<file path="src/rtl/mw_pkg.sv">
package mw_pkg;
  localparam int ADDR_W       = 8;
  localparam int NARROW_AW    = 6;
  localparam int DATA_W       = 16;
  localparam int OPC_W        = 3;
  localparam logic [OPC_W-1:0] RD_OPC = 3'b110;
  localparam int CMD_W_NARROW = OPC_W + NARROW_AW;
  localparam int CMD_W_WIDE   = OPC_W + ADDR_W;
  localparam int MAC_WORDS    = 3;
  localparam int MAC_W        = MAC_WORDS * DATA_W;

  typedef enum logic [2:0] {
    ST_IDLE, ST_CMD_LO, ST_CMD_HI, ST_DAT_LO, ST_DAT_HI, ST_GAP
  } mw_state_e;
endpackage

</file>
<file path="src/rtl/mw_tick.sv">
module mw_tick #(
  parameter int HALF_CYC = 50
) (
  input  logic clk_i,
  input  logic rst_ni,
  input  logic run_i,
  output logic tick_o
);
  localparam int CW = $clog2(HALF_CYC + 1);
  localparam logic [CW-1:0] LAST = CW'(HALF_CYC - 1);

  logic [CW-1:0] cnt_q;

  assign tick_o = run_i && (cnt_q == LAST);

  always_ff @(posedge clk_i or negedge rst_ni) begin
    if (!rst_ni)                cnt_q <= '0;
    else if (!run_i || tick_o)  cnt_q <= '0;
    else                        cnt_q <= cnt_q + 1'b1;
  end
endmodule

</file>
<file path="src/rtl/mw_shift.sv">
module mw_shift
  import mw_pkg::*;
(
  input  logic              clk_i,
  input  logic              rst_ni,
  input  logic              load_i,
  input  logic              wide_i,
  input  logic [ADDR_W-1:0] addr_i,
  input  logic              shift_i,
  output logic              cmd_next_o,
  input  logic              cap_i,
  input  logic              do_i,
  output logic [DATA_W-1:0] word_o
);
  localparam int PAD_W = ADDR_W - NARROW_AW;

  logic [CMD_W_WIDE-1:0] cmd_q;
  logic [DATA_W-1:0]     dat_q;
  logic [CMD_W_WIDE-1:0] cmd_load;

  // left-aligned: narrow mode drops addr[7:6] and pads at the tail
  always_comb begin
    if (wide_i) cmd_load = {RD_OPC, addr_i};
    else        cmd_load = {RD_OPC, addr_i[NARROW_AW-1:0], {PAD_W{1'b0}}};
  end

  assign cmd_next_o = cmd_q[CMD_W_WIDE-2];
  assign word_o     = dat_q;

  always_ff @(posedge clk_i or negedge rst_ni) begin
    if (!rst_ni) begin
      cmd_q <= '0;
      dat_q <= '0;
    end else begin
      if (load_i)       cmd_q <= cmd_load;
      else if (shift_i) cmd_q <= {cmd_q[CMD_W_WIDE-2:0], 1'b0};
      if (cap_i)        dat_q <= {dat_q[DATA_W-2:0], do_i};
    end
  end
endmodule

</file>
<file path="src/rtl/mw_seq.sv">
module mw_seq
  import mw_pkg::*;
(
  input  logic clk_i,
  input  logic rst_ni,
  input  logic start_i,
  input  logic wide_i,
  input  logic tick_i,
  input  logic cmd_next_i,
  output logic load_o,
  output logic shift_o,
  output logic cap_o,
  output logic busy_o,
  output logic cs_o,
  output logic sk_o,
  output logic di_o,
  output logic done_o
);
  localparam int CW = $clog2(DATA_W);

  mw_state_e     state_q;
  logic [CW-1:0] cnt_q;
  logic          last;

  assign last    = (cnt_q == '0);
  assign load_o  = start_i && (state_q == ST_IDLE);
  assign shift_o = tick_i && (state_q == ST_CMD_HI) && !last;
  assign cap_o   = tick_i && (state_q == ST_DAT_HI);
  assign busy_o  = (state_q != ST_IDLE);

  always_ff @(posedge clk_i or negedge rst_ni) begin
    if (!rst_ni) begin
      state_q <= ST_IDLE;
      cnt_q   <= '0;
      cs_o    <= 1'b0;
      sk_o    <= 1'b0;
      di_o    <= 1'b0;
      done_o  <= 1'b0;
    end else begin
      done_o <= 1'b0;
      unique case (state_q)
        ST_IDLE: if (load_o) begin
          state_q <= ST_CMD_LO;
          cs_o    <= 1'b1;
          sk_o    <= 1'b0;
          di_o    <= RD_OPC[OPC_W-1];
          cnt_q   <= wide_i ? CW'(CMD_W_WIDE - 1) : CW'(CMD_W_NARROW - 1);
        end
        ST_CMD_LO: if (tick_i) begin
          sk_o    <= 1'b1;
          state_q <= ST_CMD_HI;
        end
        ST_CMD_HI: if (tick_i) begin
          sk_o <= 1'b0;
          if (last) begin
            di_o    <= 1'b0;
            cnt_q   <= CW'(DATA_W - 1);
            state_q <= ST_DAT_LO;
          end else begin
            di_o    <= cmd_next_i;
            cnt_q   <= cnt_q - 1'b1;
            state_q <= ST_CMD_LO;
          end
        end
        ST_DAT_LO: if (tick_i) begin
          sk_o    <= 1'b1;
          state_q <= ST_DAT_HI;
        end
        ST_DAT_HI: if (tick_i) begin
          sk_o <= 1'b0;
          if (last) begin
            cs_o    <= 1'b0;
            done_o  <= 1'b1;
            state_q <= ST_GAP;
          end else begin
            cnt_q   <= cnt_q - 1'b1;
            state_q <= ST_DAT_LO;
          end
        end
        ST_GAP: if (tick_i) state_q <= ST_IDLE;
        default: state_q <= ST_IDLE;
      endcase
    end
  end
endmodule

</file>
<file path="src/rtl/mw_mac_fetch.sv">
module mw_mac_fetch
  import mw_pkg::*;
#(
  parameter int BASE_ADDR = 7
) (
  input  logic              clk_i,
  input  logic              rst_ni,
  input  logic              mac_start_i,
  input  logic              eng_busy_i,
  input  logic              eng_done_i,
  input  logic [DATA_W-1:0] word_i,
  output logic              req_o,
  output logic [ADDR_W-1:0] req_addr_o,
  output logic              active_o,
  output logic [MAC_W-1:0]  mac_o,
  output logic              mac_done_o
);
  localparam int IW = $clog2(MAC_WORDS);

  logic                              active_q;
  logic                              pend_q;
  logic [IW-1:0]                     idx_q;
  logic [MAC_WORDS-1:0][DATA_W-1:0]  words_q;

  assign req_o      = active_q && pend_q && !eng_busy_i;
  assign req_addr_o = ADDR_W'(BASE_ADDR) + ADDR_W'(idx_q);
  assign active_o   = active_q;
  assign mac_o      = words_q;

  always_ff @(posedge clk_i or negedge rst_ni) begin
    if (!rst_ni) begin
      active_q   <= 1'b0;
      pend_q     <= 1'b0;
      idx_q      <= '0;
      words_q    <= '0;
      mac_done_o <= 1'b0;
    end else begin
      mac_done_o <= 1'b0;
      if (!active_q && mac_start_i && !eng_busy_i) begin
        active_q <= 1'b1;
        pend_q   <= 1'b1;
        idx_q    <= '0;
      end
      if (req_o) pend_q <= 1'b0;
      if (active_q && eng_done_i) begin
        words_q[idx_q] <= word_i;
        if (idx_q == IW'(MAC_WORDS - 1)) begin
          active_q   <= 1'b0;
          mac_done_o <= 1'b1;
        end else begin
          idx_q  <= idx_q + 1'b1;
          pend_q <= 1'b1;
        end
      end
    end
  end
endmodule

</file>
<file path="src/rtl/mw_eeprom_reader.sv">
module mw_eeprom_reader
  import mw_pkg::*;
#(
  parameter int HALF_CYC = 50,
  parameter int MAC_BASE = 7
) (
  input  logic              clk_i,
  input  logic              rst_ni,
  input  logic              wide_i,
  input  logic              start_i,
  input  logic [ADDR_W-1:0] addr_i,
  input  logic              mac_start_i,
  output logic              busy_o,
  output logic              done_o,
  output logic [DATA_W-1:0] data_o,
  output logic              mac_done_o,
  output logic [MAC_W-1:0]  mac_o,
  output logic              cs_o,
  output logic              sk_o,
  output logic              di_o,
  input  logic              do_i
);
  logic              eng_busy, eng_start, tick;
  logic              load, shift, cap, cmd_next;
  logic              mac_req, mac_active, user_go;
  logic [ADDR_W-1:0] mac_addr, eng_addr;

  assign busy_o    = eng_busy || mac_active;
  assign user_go   = start_i && !busy_o && !mac_start_i;
  assign eng_start = user_go || mac_req;
  assign eng_addr  = mac_req ? mac_addr : addr_i;

  mw_tick #(.HALF_CYC(HALF_CYC)) u_tick (
    .clk_i  (clk_i),
    .rst_ni (rst_ni),
    .run_i  (eng_busy),
    .tick_o (tick)
  );

  mw_seq u_seq (
    .clk_i      (clk_i),
    .rst_ni     (rst_ni),
    .start_i    (eng_start),
    .wide_i     (wide_i),
    .tick_i     (tick),
    .cmd_next_i (cmd_next),
    .load_o     (load),
    .shift_o    (shift),
    .cap_o      (cap),
    .busy_o     (eng_busy),
    .cs_o       (cs_o),
    .sk_o       (sk_o),
    .di_o       (di_o),
    .done_o     (done_o)
  );

  mw_shift u_shift (
    .clk_i      (clk_i),
    .rst_ni     (rst_ni),
    .load_i     (load),
    .wide_i     (wide_i),
    .addr_i     (eng_addr),
    .shift_i    (shift),
    .cmd_next_o (cmd_next),
    .cap_i      (cap),
    .do_i       (do_i),
    .word_o     (data_o)
  );

  mw_mac_fetch #(.BASE_ADDR(MAC_BASE)) u_mac (
    .clk_i       (clk_i),
    .rst_ni      (rst_ni),
    .mac_start_i (mac_start_i),
    .eng_busy_i  (eng_busy),
    .eng_done_i  (done_o),
    .word_i      (data_o),
    .req_o       (mac_req),
    .req_addr_o  (mac_addr),
    .active_o    (mac_active),
    .mac_o       (mac_o),
    .mac_done_o  (mac_done_o)
  );
endmodule

</file>
<file path="config.mk">
export PLATFORM = sky130hd
export DESIGN_NAME = mw_eeprom_reader
export DESIGN_NICKNAME = d
export VERILOG_FILES = /design/src/rtl/mw_pkg.sv /design/src/rtl/mw_tick.sv /design/src/rtl/mw_shift.sv /design/src/rtl/mw_seq.sv /design/src/rtl/mw_mac_fetch.sv /design/src/rtl/mw_eeprom_reader.sv
export SDC_FILE = /design/constraint.sdc
export NUM_CORES = 1
export LEC_CHECK = 0
export BUFFER_PORTS_ARGS = -buffer_cell sky130_fd_sc_hd__buf_2
export CORE_ASPECT_RATIO = 1.5
export CORE_MARGIN = 3
export CORE_UTILIZATION = 42
export CTS_CLUSTER_SIZE = 25
export DETAILED_ROUTE_END_ITERATION = 7
export HOLD_SLACK_MARGIN = 0.1
export PLACE_DENSITY = 0.62
export SYNTH_ARGS = -nofsm -noshare
export SYNTH_HDL_FRONTEND = slang
export SYNTH_SLANG_ARGS = --single-unit
</file>
<file path="constraint.sdc">
create_clock -name clk_i -period 5.26 [get_ports clk_i]
set_clock_uncertainty 0.05 [all_clocks]
set_input_delay 1.315 -clock clk_i [delete_from_list [all_inputs] [get_ports clk_i]]
set_output_delay 1.315 -clock clk_i [all_outputs]
set_load 0.05 [all_outputs]
</file>
==> results.yml <==
cts:
  clockBufferDepth: 2
  clock_latency_ns: 0.34
  ctsHoldBuffers: 0
  clock-sinks: 96
  cts_resized: 0
  post_cts_buffers: 0
  cts_made_buffers: 9
  htreeDepth: 3
  root_buffer: "clkbuf_16"
  cts_tree: "yes"
  clk_pin_slew_worst_paths_ns: 0.07
hold_path:
  holdCritStartpoint: "u_tick.cnt_q[0]"
  hold_path_class: "reg -> reg"
sta:
  fin_ws_ns: 2.01
  report.final.slew_viol_count: 0
  hold_viol_final: 0
  fin_crit_sh_pct: 61.7
  max_freq_ghz: 0.308
  fin_crit_ns: 3.25
  relSlewSlack_pct: 39.4
  tightest_slew_ns: 0.906
  rsz0062_at_grt: "false"
  timing.final.setup_violations: 0
  tns_ns: 0
critical_path:
  start_kind: "register"
  cp.arrival_ns: 1.88
  slowest_stage: "nor3_1"
  slowest_delay_ns: 0.65
  path_delay_family: "simple AND/OR/NAND/NOR gates"
  cp_data_required_time_ns: 3.89
  cp_cell_sequence: "nor3_1, nand2b_1, buf_2"
  worstSetupEndpointType: "output port"
  reg2reg_slack_ns: 2.99
  crit_fanout: 15
  rr_startpoint: "u_seq.state_q[0]"
  startpoint: "u_seq.state_q[0]"
  cp_num_buf_inv: 1
  crit_type: "reg -> out"
yosys:
  synth_area_leader_cell: "dfrtp_1"
  avgSynthCellArea_sq_um: 12.6
  synth_edf_count: 0
  synth.most_common_cell: "dfrtp_1"
  ys_seq_elements: 96
  async_flop_share_pct: 100
  synthDistinctLibCells: 45
  yosys-top-cells-area: "dfrtp_1 57%, mux2_2 18%, a21oi_1 2.1%"
  synth_commonest_cells: "96 x dfrtp_1, 67 x mux2_2, 18 x a21oi_1"
  yosysTopAreaCellShare_pct: 57.2
  synth_cells: 332
  synth_nets: 353
  yosys_warnings: 0
  synth-main-ff-cell: "dfrtp_1"
  ys_seq_area_share_pct: 57.2
  synthesis.area_sq_um: 4200
drt:
  via_per_inst: 5.43
  met1_length_um: 3620
  remaining_drc_errors: 0
  highest_layer: "met4"
  wl_met2_um: 4270
  wl_per_cell_um: 16.0
  dr_wl_met3_um: 522
  dr.pass1.iters: 4
  routed_wl_um: 8560
  drtIter0Drc: 105
  num_vias: 2906
  ant_nets: 0
die:
  start_util_pct: 43.3
  fp.dieW_um: 87.6
  core_area_sq_um: 9690
  io-pin-count: 84
  row_count: 44
  die-area_sq_um: 11300
  die_h_um: 128
global_routing:
  grt_usage_pct: 16.3
  grt_overflow_total: 0
  grt_pass1_wl_um: 14500
  grt_pass1_vias: 2926
  antenna_found_initial: 0
  grt_max_degree: 67
placement:
  io_buffers: 83
  postPlaceCellArea_sq_um: 4720
  post-place-ws_ns: 2.39
  routabilityCongestion: 0.823
  place_hpwl_um: 6020
job:
  maxCapViolCount: 0
finish:
  nNetsFinal: 436
  areaGrowthSynthToFinish_pct: 19.8
  diodes: 0
  drive_above_1_share_pct: 42.1
  stdcell_area_sq_um: 5030
power_and_ir_drop:
  powerDensity_nw_per_um2: 288
  p_leak_nw: 2.62
  ir_worst_vdd_mv: 0.159
run_status:
  outcome: "complete, no violations"
## state kept, by name, summed over array words and instances, names as in the netlist
| name | count |
|---|---|
| u_mac.idx_q | 2 |
| u_mac.mac_o | 48 |
| u_mac.mac_done_o | 1 |
| u_seq.state_q | 3 |
| u_shift.word_o | 16 |
| u_shift.cmd_q | 10 |
| u_seq.cnt_q | 4 |
| u_mac.active_o | 1 |
| u_seq.di_o | 1 |
| u_seq.cs_o | 1 |
| u_mac.pend_q | 1 |
| u_seq.done_o | 1 |
| u_seq.sk_o | 1 |
| u_tick.cnt_q | 6 |
## layout make-up
class | count | area, sq um
Tap cell | 115 | 144
Clock inverter | 7 | 83.8
Multi-Input combinational cell | 211 | 1690
Sequential cell | 96 | 2400
Inverter | 11 | 41.3
Timing Repair Buffer | 86 | 440
Clock buffer | 9 | 225
Fill cell | 871 | 4660
## per-stage QoR
step	util, %	total power (W)	hold slack [ns]	instances
after floorplan	-	0.000764	0.406	332
after global routing	51.9	0.00150	0.469	535
after CTS	51.9	0.00147	0.454	535
final	51.9	0.00145	0.450	535
after global placement	48.7	0.000787	0.427	519
after detailed placement	48.7	0.000788	0.434	519
## kinds of logic (layout without fill, tap and decap cells)
kind of cell               after synthesis  after routing  synth area share (%)
DFF                                     96             96                  57.2
AOI/OAI and AO/OA                       63             63                  9.69
and+or+nand+nor                         64             64                  8.14
buffers and inverters                   25            113                  2.59
adders and majority gates                7              7                  2.09
muxes                                   73             73                  19.4
xor gates and xnor gates                 4              4                 0.835
## final timing paths
path                                           to  cells after the start
worst max-delay path                       busy_o                      3
worst min-delay path              u_tick.cnt_q[0]                      1
worst max register to register   u_shift.cmd_q[4]                      5
worst min register to register    u_tick.cnt_q[0]                      1
max in group asynchronous       u_shift.word_o[0]                      2
min in group asynchronous         u_mac.mac_o[25]                      1
## layer usage
layer  global-route usage [%]  up-vias
li1                         -     1364
met1                     20.7     1453
met2                     26.2       76
met3                     4.68       13
met4                     6.50        0
met5                        0        -
## cell usage in the layout, fill, tap and decap left out, types with 2 or more instances in the layout
| cell type | Yosys | final |
|---|---|---|
| xnor2_1 | 2 | 2 |
| nor2_1 | 17 | 17 |
| a22o_1 | 2 | 2 |
| nand2_1 | 17 | 17 |
| a21oi_1 | 18 | 18 |
| clkbuf_16 | 0 | 9 |
| mux2_2 | 67 | 67 |
| a21o_1 | 3 | 3 |
| a221o_1 | 2 | 2 |
| buf_4 | 1 | 4 |
| o21ai_0 | 17 | 17 |
| mux2i_1 | 6 | 6 |
| nor3_1 | 5 | 5 |
| inv_1 | 11 | 11 |
| dfrtp_1 | 96 | 96 |
| xor2_1 | 2 | 2 |
| a31oi_1 | 3 | 3 |
| nand2b_1 | 3 | 3 |
| o211ai_1 | 5 | 5 |
| ha_1 | 7 | 7 |
| o22ai_1 | 2 | 2 |
| buf_2 | 3 | 82 |
| o31ai_1 | 2 | 2 |
| nand3_1 | 10 | 10 |
| inv_6 | 0 | 3 |
## power by group
group	internal (W)	total, W	switching, W	leakage (nW)
logic	0.00000902	0.0000304	0.0000214	1.20
registers	0.000740	0.000742	0.00000152	1.27
clock network	0.000378	0.000675	0.000297	0.149
total	0.00113	0.00145	0.000320	2.62
(Power assumes the default switching activity.)
